<file path="src/rtl/fl_pkg.sv">
package fl_pkg;
  localparam int TC_W      = 4;
  localparam int TICK_MULT = 4;
  localparam int CUR_W     = 3;
  localparam int MAX_TICKS = (1 << TC_W) * TICK_MULT;
  localparam int CNT_W     = $clog2(MAX_TICKS + 1);

  // timeout length in ticks for a given code: (code + 1) * multiplier
  function automatic logic [CNT_W-1:0] ticks_for_code(input logic [TC_W-1:0] code);
    int n;
    n = (int'(code) + 1) * TICK_MULT;
    return CNT_W'(n);
  endfunction
endpackage

</file>
<file path="src/rtl/fl_func_reg.sv">
module fl_func_reg
  import fl_pkg::*;
#(
  parameter int FW       = 24,
  parameter int EN_POS   = 9,
  parameter int MODE_POS = 10,
  parameter int TC_LSB   = 11,
  parameter int PRI_LSB  = 15,
  parameter int SEC_LSB  = 18
) (
  input  logic             clk,
  input  logic             rst_n,
  input  logic             wr,
  input  logic [FW-1:0]    word,
  output logic             en_q,
  output logic             mode_q,
  output logic [TC_W-1:0]  tcode_q,
  output logic [CUR_W-1:0] pri_q,
  output logic [CUR_W-1:0] sec_q
);
  logic unused_word_bits;
  assign unused_word_bits = ^word;

  always_ff @(posedge clk or negedge rst_n) begin
    if (!rst_n) begin
      en_q    <= 1'b0;
      mode_q  <= 1'b0;
      tcode_q <= '0;
      pri_q   <= '0;
      sec_q   <= '0;
    end else if (wr) begin
      en_q    <= word[EN_POS];
      mode_q  <= word[MODE_POS];
      tcode_q <= word[TC_LSB +: TC_W];
      pri_q   <= word[PRI_LSB +: CUR_W];
      sec_q   <= word[SEC_LSB +: CUR_W];
    end
  end
endmodule

</file>
<file path="src/rtl/fl_timer.sv">
module fl_timer
  import fl_pkg::*;
(
  input  logic             clk,
  input  logic             rst_n,
  input  logic             pd_rst,
  input  logic             load,
  input  logic             run,
  input  logic             tick,
  input  logic [TC_W-1:0]  tcode,
  output logic [CNT_W-1:0] cnt_q,
  output logic             expire
);
  logic [CNT_W-1:0] full_cnt;
  assign full_cnt = ticks_for_code(tcode);

  // last tick of a running interval; a reload in the same cycle wins
  assign expire = run && tick && (cnt_q == CNT_W'(1)) && !load && !pd_rst;

  always_ff @(posedge clk or negedge rst_n) begin
    if (!rst_n)
      cnt_q <= ticks_for_code('0);
    else if (pd_rst || load || expire)
      cnt_q <= full_cnt;
    else if (run && tick)
      cnt_q <= cnt_q - CNT_W'(1);
  end
endmodule

</file>
<file path="src/rtl/fl_cur_mux.sv">
module fl_cur_mux
  import fl_pkg::*;
(
  input  logic             sel_sec,
  input  logic [CUR_W-1:0] pri,
  input  logic [CUR_W-1:0] sec,
  output logic [CUR_W-1:0] code
);
  for (genvar b = 0; b < CUR_W; b++) begin : g_bit
    assign code[b] = sel_sec ? sec[b] : pri[b];
  end
endmodule

</file>
<file path="src/rtl/fastlock_ctl.sv">
module fastlock_ctl
  import fl_pkg::*;
#(
  parameter int FW       = 24,
  parameter int EN_POS   = 9,
  parameter int MODE_POS = 10,
  parameter int TC_LSB   = 11,
  parameter int PRI_LSB  = 15,
  parameter int SEC_LSB  = 18
) (
  input  logic             clk,
  input  logic             rst_n,
  input  logic             pd_rst,
  input  logic             func_wr,
  input  logic [FW-1:0]    func_word,
  input  logic             fb_wr,
  input  logic             fb_gain,
  input  logic             tick,
  output logic [CUR_W-1:0] cp_code,
  output logic             gain_bit,
  output logic             fastlock_on
);
  logic             en_q, mode_q;
  logic [TC_W-1:0]  tcode_q;
  logic [CUR_W-1:0] pri_q, sec_q;
  logic [CNT_W-1:0] cnt_q;
  logic             gain_q;
  logic             run_w;
  logic             expire_w;
  logic             set_w;

  fl_func_reg #(
    .FW(FW), .EN_POS(EN_POS), .MODE_POS(MODE_POS),
    .TC_LSB(TC_LSB), .PRI_LSB(PRI_LSB), .SEC_LSB(SEC_LSB)
  ) u_freg (
    .clk(clk), .rst_n(rst_n), .wr(func_wr), .word(func_word),
    .en_q(en_q), .mode_q(mode_q), .tcode_q(tcode_q),
    .pri_q(pri_q), .sec_q(sec_q)
  );

  assign run_w = en_q && mode_q && gain_q;
  assign set_w = fb_wr && fb_gain;

  fl_timer u_tmr (
    .clk(clk), .rst_n(rst_n), .pd_rst(pd_rst), .load(fb_wr),
    .run(run_w), .tick(tick), .tcode(tcode_q),
    .cnt_q(cnt_q), .expire(expire_w)
  );

  // stored gain bit: power-down beats a write, a write beats expiry
  always_ff @(posedge clk or negedge rst_n) begin
    if (!rst_n)        gain_q <= 1'b0;
    else if (pd_rst)   gain_q <= 1'b0;
    else if (fb_wr)    gain_q <= fb_gain;
    else if (expire_w) gain_q <= 1'b0;
  end

  assign fastlock_on = en_q && gain_q;
  assign gain_bit    = gain_q;

  fl_cur_mux u_mux (
    .sel_sec(fastlock_on), .pri(pri_q), .sec(sec_q), .code(cp_code)
  );

  logic unused_set;
  assign unused_set = set_w;
endmodule

</file>
<file path="config.mk">
export PLATFORM = sky130hd
export DESIGN_NAME = fastlock_ctl
export DESIGN_NICKNAME = d
export VERILOG_FILES = /design/src/rtl/fl_pkg.sv /design/src/rtl/fl_func_reg.sv /design/src/rtl/fl_timer.sv /design/src/rtl/fl_cur_mux.sv /design/src/rtl/fastlock_ctl.sv
export SDC_FILE = /design/constraint.sdc
export NUM_CORES = 1
export LEC_CHECK = 0
export ABC_AREA = 1
export BUFFER_PORTS_ARGS = -buffer_cell sky130_fd_sc_hd__buf_2
export CAP_MARGIN = 20
export CELL_PAD_IN_SITES_DETAIL_PLACEMENT = 1
export CELL_PAD_IN_SITES_GLOBAL_PLACEMENT = 1
export CORE_AREA = 2 2 63 65
export DETAILED_ROUTE_END_ITERATION = 8
export DIE_AREA = 0 0 65 67
export PLACE_DENSITY_LB_ADDON = 0.1
export SKIP_LAST_GASP = 1
export SYNTH_ARGS = -nofsm -noshare
export SYNTH_HDL_FRONTEND = slang
export SYNTH_HIERARCHICAL = 1
export SYNTH_SLANG_ARGS = --single-unit
</file>
<file path="constraint.sdc">
create_clock -name clk -period 1.4 [get_ports clk]
set_clock_uncertainty 0.1 [all_clocks]
set_input_delay 0.21 -clock clk [delete_from_list [all_inputs] [get_ports clk]]
set_output_delay 0.21 -clock clk [all_outputs]
set_load 0.01 [all_outputs]
</file>
# Word-level counts from Yosys, hierarchy flattened
# Cells that the tools add are included.
word_totals:
  register_bits: 20
  latch_bits: 0
  mem_bits_rw: 0
  rom_bits: 0
  inputBits: 31
  output_inout_bits: 5
  word_cells: 31
  memories: 0
classes:
  addsub: 2
  multipliers: 0
  div_mod_pow: 0
  n_lt_le_gt_ge: 0
  n_eq_ne: 1
  shift: 0
  mux: 8
  n_bitwise: 0
  reduce_logical: 13
ops:
  columns: ["cell", "count"]
  rows:
  - ["$mux W7", 2]
  - ["$eq A7 B1 Y1 const B", 1]
  - ["$logic_and A1 B1 Y1", 7]
  - ["$sub A7 B1 Y7 const B", 1]
  - ["$mux W1", 6]
  - ["$add A4 B1 Y5 const B", 1]
  - ["$reduce_bool A3 Y1", 1]
  - ["$logic_not A1 Y1", 2]
  - ["$logic_or A1 B1 Y1", 2]
  - ["$reduce_bool A2 Y1", 1]

# Logic depth before layout (Yosys ltp)
depth:
  word_depth: 9
  ltp_mapped: 10

# Cells and area by module
# Netlist, hierarchy kept.
by_module_without_submodules:
  columns: ["module", "n_inst", "cells_each", "area_per_inst_um2", "seq_area_each_um2"]
  rows:
  - ["fl_timer", 1, 82, 585.6, 176.4]
  - ["fl_func_reg", 1, 51, 457.9, 300.3]
  - ["fastlock_ctl", 1, 10, 63.8, 25.0]
  - ["fl_cur_mux", 1, 10, 37.5, 0.0]

# Least setup slack after synthesis
# Ideal clock, no wire load.
synth_timing:
  path_type: "register to register"
  startpoint: "register gain_q (netlist: gain_bit)"
  endpoint: "register u_tmr.cnt_q[5]"
  setup_time_ns: 0.117
  arrival_time_ns: 1.235
  t_required_ns: 1.183
  setup_slack_ns: -0.052
  path_stages_with_launch: 10
  path_buffers: 0
  cell_sequence: "dfrtp_1 -> nand2_1 -> nor2_1 -> nand2_2 -> inv_4 -> nand3_4 -> o21ai_4 -> nand2_1 -> nand2_1 -> nand2_1"
synth_via:
  elab_chain_len: 7
  word_cells_on_any_way: 8
  cone_classes: "mux (1); reduce/logical (7)"
synth_rtl:
  columns: ["element", "line_no", "text"]
  rows:
  - ["start, declared", "fastlock_ctl.sv:27", "logic gain_q;"]
  - ["start signal, assigned", "fastlock_ctl.sv:54", "else if (fb_wr) gain_q <= fb_gain;"]
  - ["$logic_and A1 B1 Y1 *", "fastlock_ctl.sv:41", "assign run_w = en_q && mode_q && gain_q;"]
  - ["via run_w", "fastlock_ctl.sv:28", "logic run_w;"]
  - ["$logic_and A1 B1 Y1 *", "fl_timer.sv:18, fl_timer.sv:25", null]
  - ["$logic_and A1 B1 Y1 (3 in a row)", "fl_timer.sv:18", "assign expire = run && tick && (cnt_q == CNT_W'(1)) && !load && !pd_rst;"]
  - ["$logic_or A1 B1 Y1", "fl_timer.sv:23", "else if (pd_rst || load || expire)"]
  - ["$mux W7 or $reduce_bool A2 Y1 (tied branches)", null, null]
  - ["end signal, assigned", "fl_timer.sv:22", "cnt_q <= ticks_for_code('0);"]
  - ["end signal, assigned", "fl_timer.sv:24", "cnt_q <= full_cnt;"]
  - ["end signal, assigned", "fl_timer.sv:26", "cnt_q <= cnt_q - CNT_W'(1);"]
  - ["end, declared", "fl_timer.sv:11", "output logic [CNT_W-1:0] cnt_q,"]
# The timed path passes the listed nets; every way through them passes the cells marked *.
# A chain may end at the register's enable or synchronous reset.

# Final worst setup path
layout_timing:
  startpoint: "register gain_q (netlist: gain_bit)"
  endpoint: "output cp_code[2]"
layout_via:
  elab_chain_len: 2
layout_rtl:
  columns: ["element", "line_no", "text"]
  rows:
  - ["$logic_and A1 B1 Y1", "fastlock_ctl.sv:58", "assign fastlock_on = en_q && gain_q;"]
  - ["$mux W1", "fl_cur_mux.sv:10", "assign code[b] = sel_sec ? sec[b] : pri[b];"]
  - ["end, declared", "fastlock_ctl.sv:19", "output logic [CUR_W-1:0] cp_code,"]
# No other way between the ends.

==> results by group <==
Global route
  – Largest net degree at the start of global routing: 21
  – Number of global-route vias before repair: roughly 1100
  – GRT overflow: 0
  – GRT Total Usage: between 10 and 15%
  – Initial antenna violation count: 0
  – First-pass GRT wire length: 4900 um

Critical path
  – Kind of end point of the critical path: output port
  – Internal reg-to-reg setup slack: -60 ps
  – Worst path required time: about 1100 ps
  – Arrival @ worst endpoint: 1170 ps
  – CP startpoint kind: flip-flop
  – Crit path largest cell delay: ~390 ps
  – Critical path's slowest cell: dfrtp_1
  – CP max FO: 5
  – Crit-path cells: nand2_2, buf_6, inv_8, inv_8, nand2_2, nand2_1, buf_2
  – Reg2Reg Depth: 9
  – R2R Path Start: u_tmr/cnt_q[1]
  – Worst reg2reg endpoint: u_tmr/cnt_q[5]
  – CP Class: flip-flop to output port

Layout
  – Most common cell after layout, fill and taps aside: nand2_1
  – Antenna Cells: 0
  – Final Cell Area: 0.00159 mm2
  – Layout cells sized above 1: 35.9%
  – Area Overhead vs Synth: 38.7%
  – Finished Core Util: between 40% and 50%
  – Commonest cells after routing, fill and taps aside: 62 x nand2_1, 22 x buf_2, 19 x dfrtp_1
  – Multi-input gate area: approximately 640 um2
  – Flip-flop and latch area: roughly 500 um2
  – Fill count: between 400 and 500
  – Final net count: between 200 and 250
  – Finished Layout Cells: roughly 240

Timing
  – Fin crit share: 106%
  – RSZ-0062 raised after global routing: yes
  – Final setup viols: 7
  – WHS: 51.8 ps
  – Slew Limit Fails: 0
  – Slew @ Worst Pin: 465 ps
  – Tmin final: approximately 1500 ps
  – F_max: a little under 700 MHz
  – Setup WS post-layout: -77.0 ps
  – Max_slew headroom: between 60 and 70%
  – Setup TNS: -360 ps
  – Endpoints failing hold: 0

Placed design
  – Placed Instance Area: 0.00139 mm2
  – Inst Count DP: approximately 230
  – Setup WS pre-CTS: -136 ps
  – IO buf count: 23
  – DP HPWL: between 2000 and 2500 um
  – Placer Congestion: 0.745

Route
  – Via-per-instance ratio: 4.44
  – Via count: about 1100
  – Drt total wl: about 2900 um
  – Post-DRT Antenna Nets: 0
  – WL/cell: about 12 um
  – # DRC: 0
  – DRT Pass-1 Iters: 3
  – DRT iter0 DRCs: 30

Min path
  – WHS Endpoint: u_freg/pri_q[0]
  – Hold Crit Depth: 3
  – Worst Hold Launch: func_word[15]
  – Class of the worst hold path: input port to flip-flop

Clock network
  – CTS buffer count: 3
  – CTS max path bufs: 2
  – Clk sinks: 20
  – H-tree Lvls: 1
  – Root Buffer: clkbuf_8
  – Clock latency on the worst-skew pair: 250 ps
  – Worst-path clk slew: roughly 70 ps
  – CTS tree: yes

Synthesis
  – Average cell area after synthesis: ~7.5 um2
  – Syn. warnings: 6
  – FF+latch count, synth: 20
  – Synth Cell Area: between 0.001 and 0.0015 mm2
  – Netlist cell types: 24
  – Seq/Total Area, Yosys: 43.8%
  – Syn Nets: 187
  – Cell count after synthesis: about 150

Pwr
  – Static leakage: about 0.8 nW
  – Pwr Density: a little under 900 mW/mm2
  – Peak VDD IR: ~500 uV
  – Power after layout: 1.41 mW

Floorplanning
  – Initial core utilization: about a third
  – Top-Level Pins: 36
  – Die ar.: 0.00436 mm2
  – Die width: roughly 65 um
  – Core area: 0.00361 mm2
  – # rows: 22
  – Die Ht: approximately 67 um

Job
  – Max Cap Viol: 0

Run status
  – Failing checks: negative setup slack
  – Status: finished with violations
synth_stat cells:
| cell type | n | area, um2 |
|---|---|---|
| and3_1 | 1 | 6.26 |
| xor2_1 | 2 | 17.5 |
| o21ai_4 | 1 | 16.3 |
| ha_1 | 3 | 37.5 |
| nand2_1 | 67 | 251 |
| dfrtp_1 | 19 | 475 |
| xnor2_1 | 1 | 8.76 |
| dfstp_2 | 1 | 26.3 |
| nand3b_1 | 1 | 7.51 |
| nand3_1 | 15 | 75.1 |
| inv_2 | 2 | 7.51 |
| nor2_8 | 1 | 20.0 |
| inv_1 | 11 | 41.3 |
| nor2_2 | 3 | 18.8 |
| nand4_1 | 1 | 6.26 |
| buf_6 | 1 | 11.3 |
| nand2_2 | 2 | 12.5 |
| nor2_1 | 14 | 52.6 |
| nor3_1 | 1 | 5.00 |
| or2_2 | 1 | 6.26 |
| a21oi_1 | 2 | 10.0 |
| nand3_4 | 1 | 17.5 |
| inv_4 | 1 | 6.26 |
| buf_4 | 1 | 7.51 |
worst max path at each step:
stage | slack, ps | start | end
floorplan | -50 | gain_bit | u_tmr/cnt_q[5]
global placement | -130 | u_tmr/cnt_q[1] | u_tmr/cnt_q[5]
detailed placement | -140 | u_tmr/cnt_q[1] | u_tmr/cnt_q[5]
CTS | -100 | u_tmr/cnt_q[1] | u_tmr/cnt_q[5]
global route | -170 | u_tmr/cnt_q[1] | u_tmr/cnt_q[5]
finish | -80 | gain_bit | cp_code[2]
report_power, final:
group,internal [mW],total [mW],switching (mW),leakage (nW)
registers,0.631,0.667,0.0355,0.248
clock network,0.250,0.435,0.185,0.0288
logic,0.139,0.312,0.173,0.544
routing by layer:
layer,vias to the layer above,track usage (%),part of all wire [%]
met3,2,2.03,1.9
li1,555,-,-
met4,0,5.59,0.69
met5,-,0,0
met1,510,17.3,45
met2,12,27.6,53
state kept, by name (all words and copies together) (netlist names):
name / cells
u_tmr/cnt_q: 7
u_freg/tcode_q: 4
u_freg/pri_q: 3
u_freg/sec_q: 3
gain_bit: 1
u_freg/en_q: 1
u_freg/mode_q: 1
cell families after synthesis:
logic type / after synthesis / share of synthesized area (%)
DFF: 20 / 43.8
buffers and inverters: 16 / 6.45
xor gates and xnor gates: 3 / 2.30
AOI/OAI and AO/OA: 3 / 2.30
and+or+nand+nor: 108 / 41.9
adders and majority gates: 3 / 3.28
layout make-up:
cell class	count	share of cell area [%]
Tap cell	48	3.78
Inverter	14	4.41
Timing Repair Buffer	40	16.3
Sequential cell	20	31.6
Multi-Input combinational cell	117	40.4
Clock buffer	4	3.47
repair_timing:
| item | 4_1_cts | 5_1_grt |
|---|---|---|
| pin swaps | 8 | 13 |
| buffers inserted | 1 | 3 |
| hold endpoints to repair | 19 | 0 |
| resized for setup | 13 | 16 |
| endpoints found under the setup margin | 12 | 11 |
| hold buffers | 1 | 0 |
worst max-delay path: cells and delay by family (launching register included):
| family | cells | cell delay, ps |
|---|---|---|
| buffers and inverters | 4 | 320 |
| flip-flops | 1 | 390 |
| AND/OR/NAND/NOR | 3 | 180 |
Note: power is estimated with default switching activity, not from simulation.
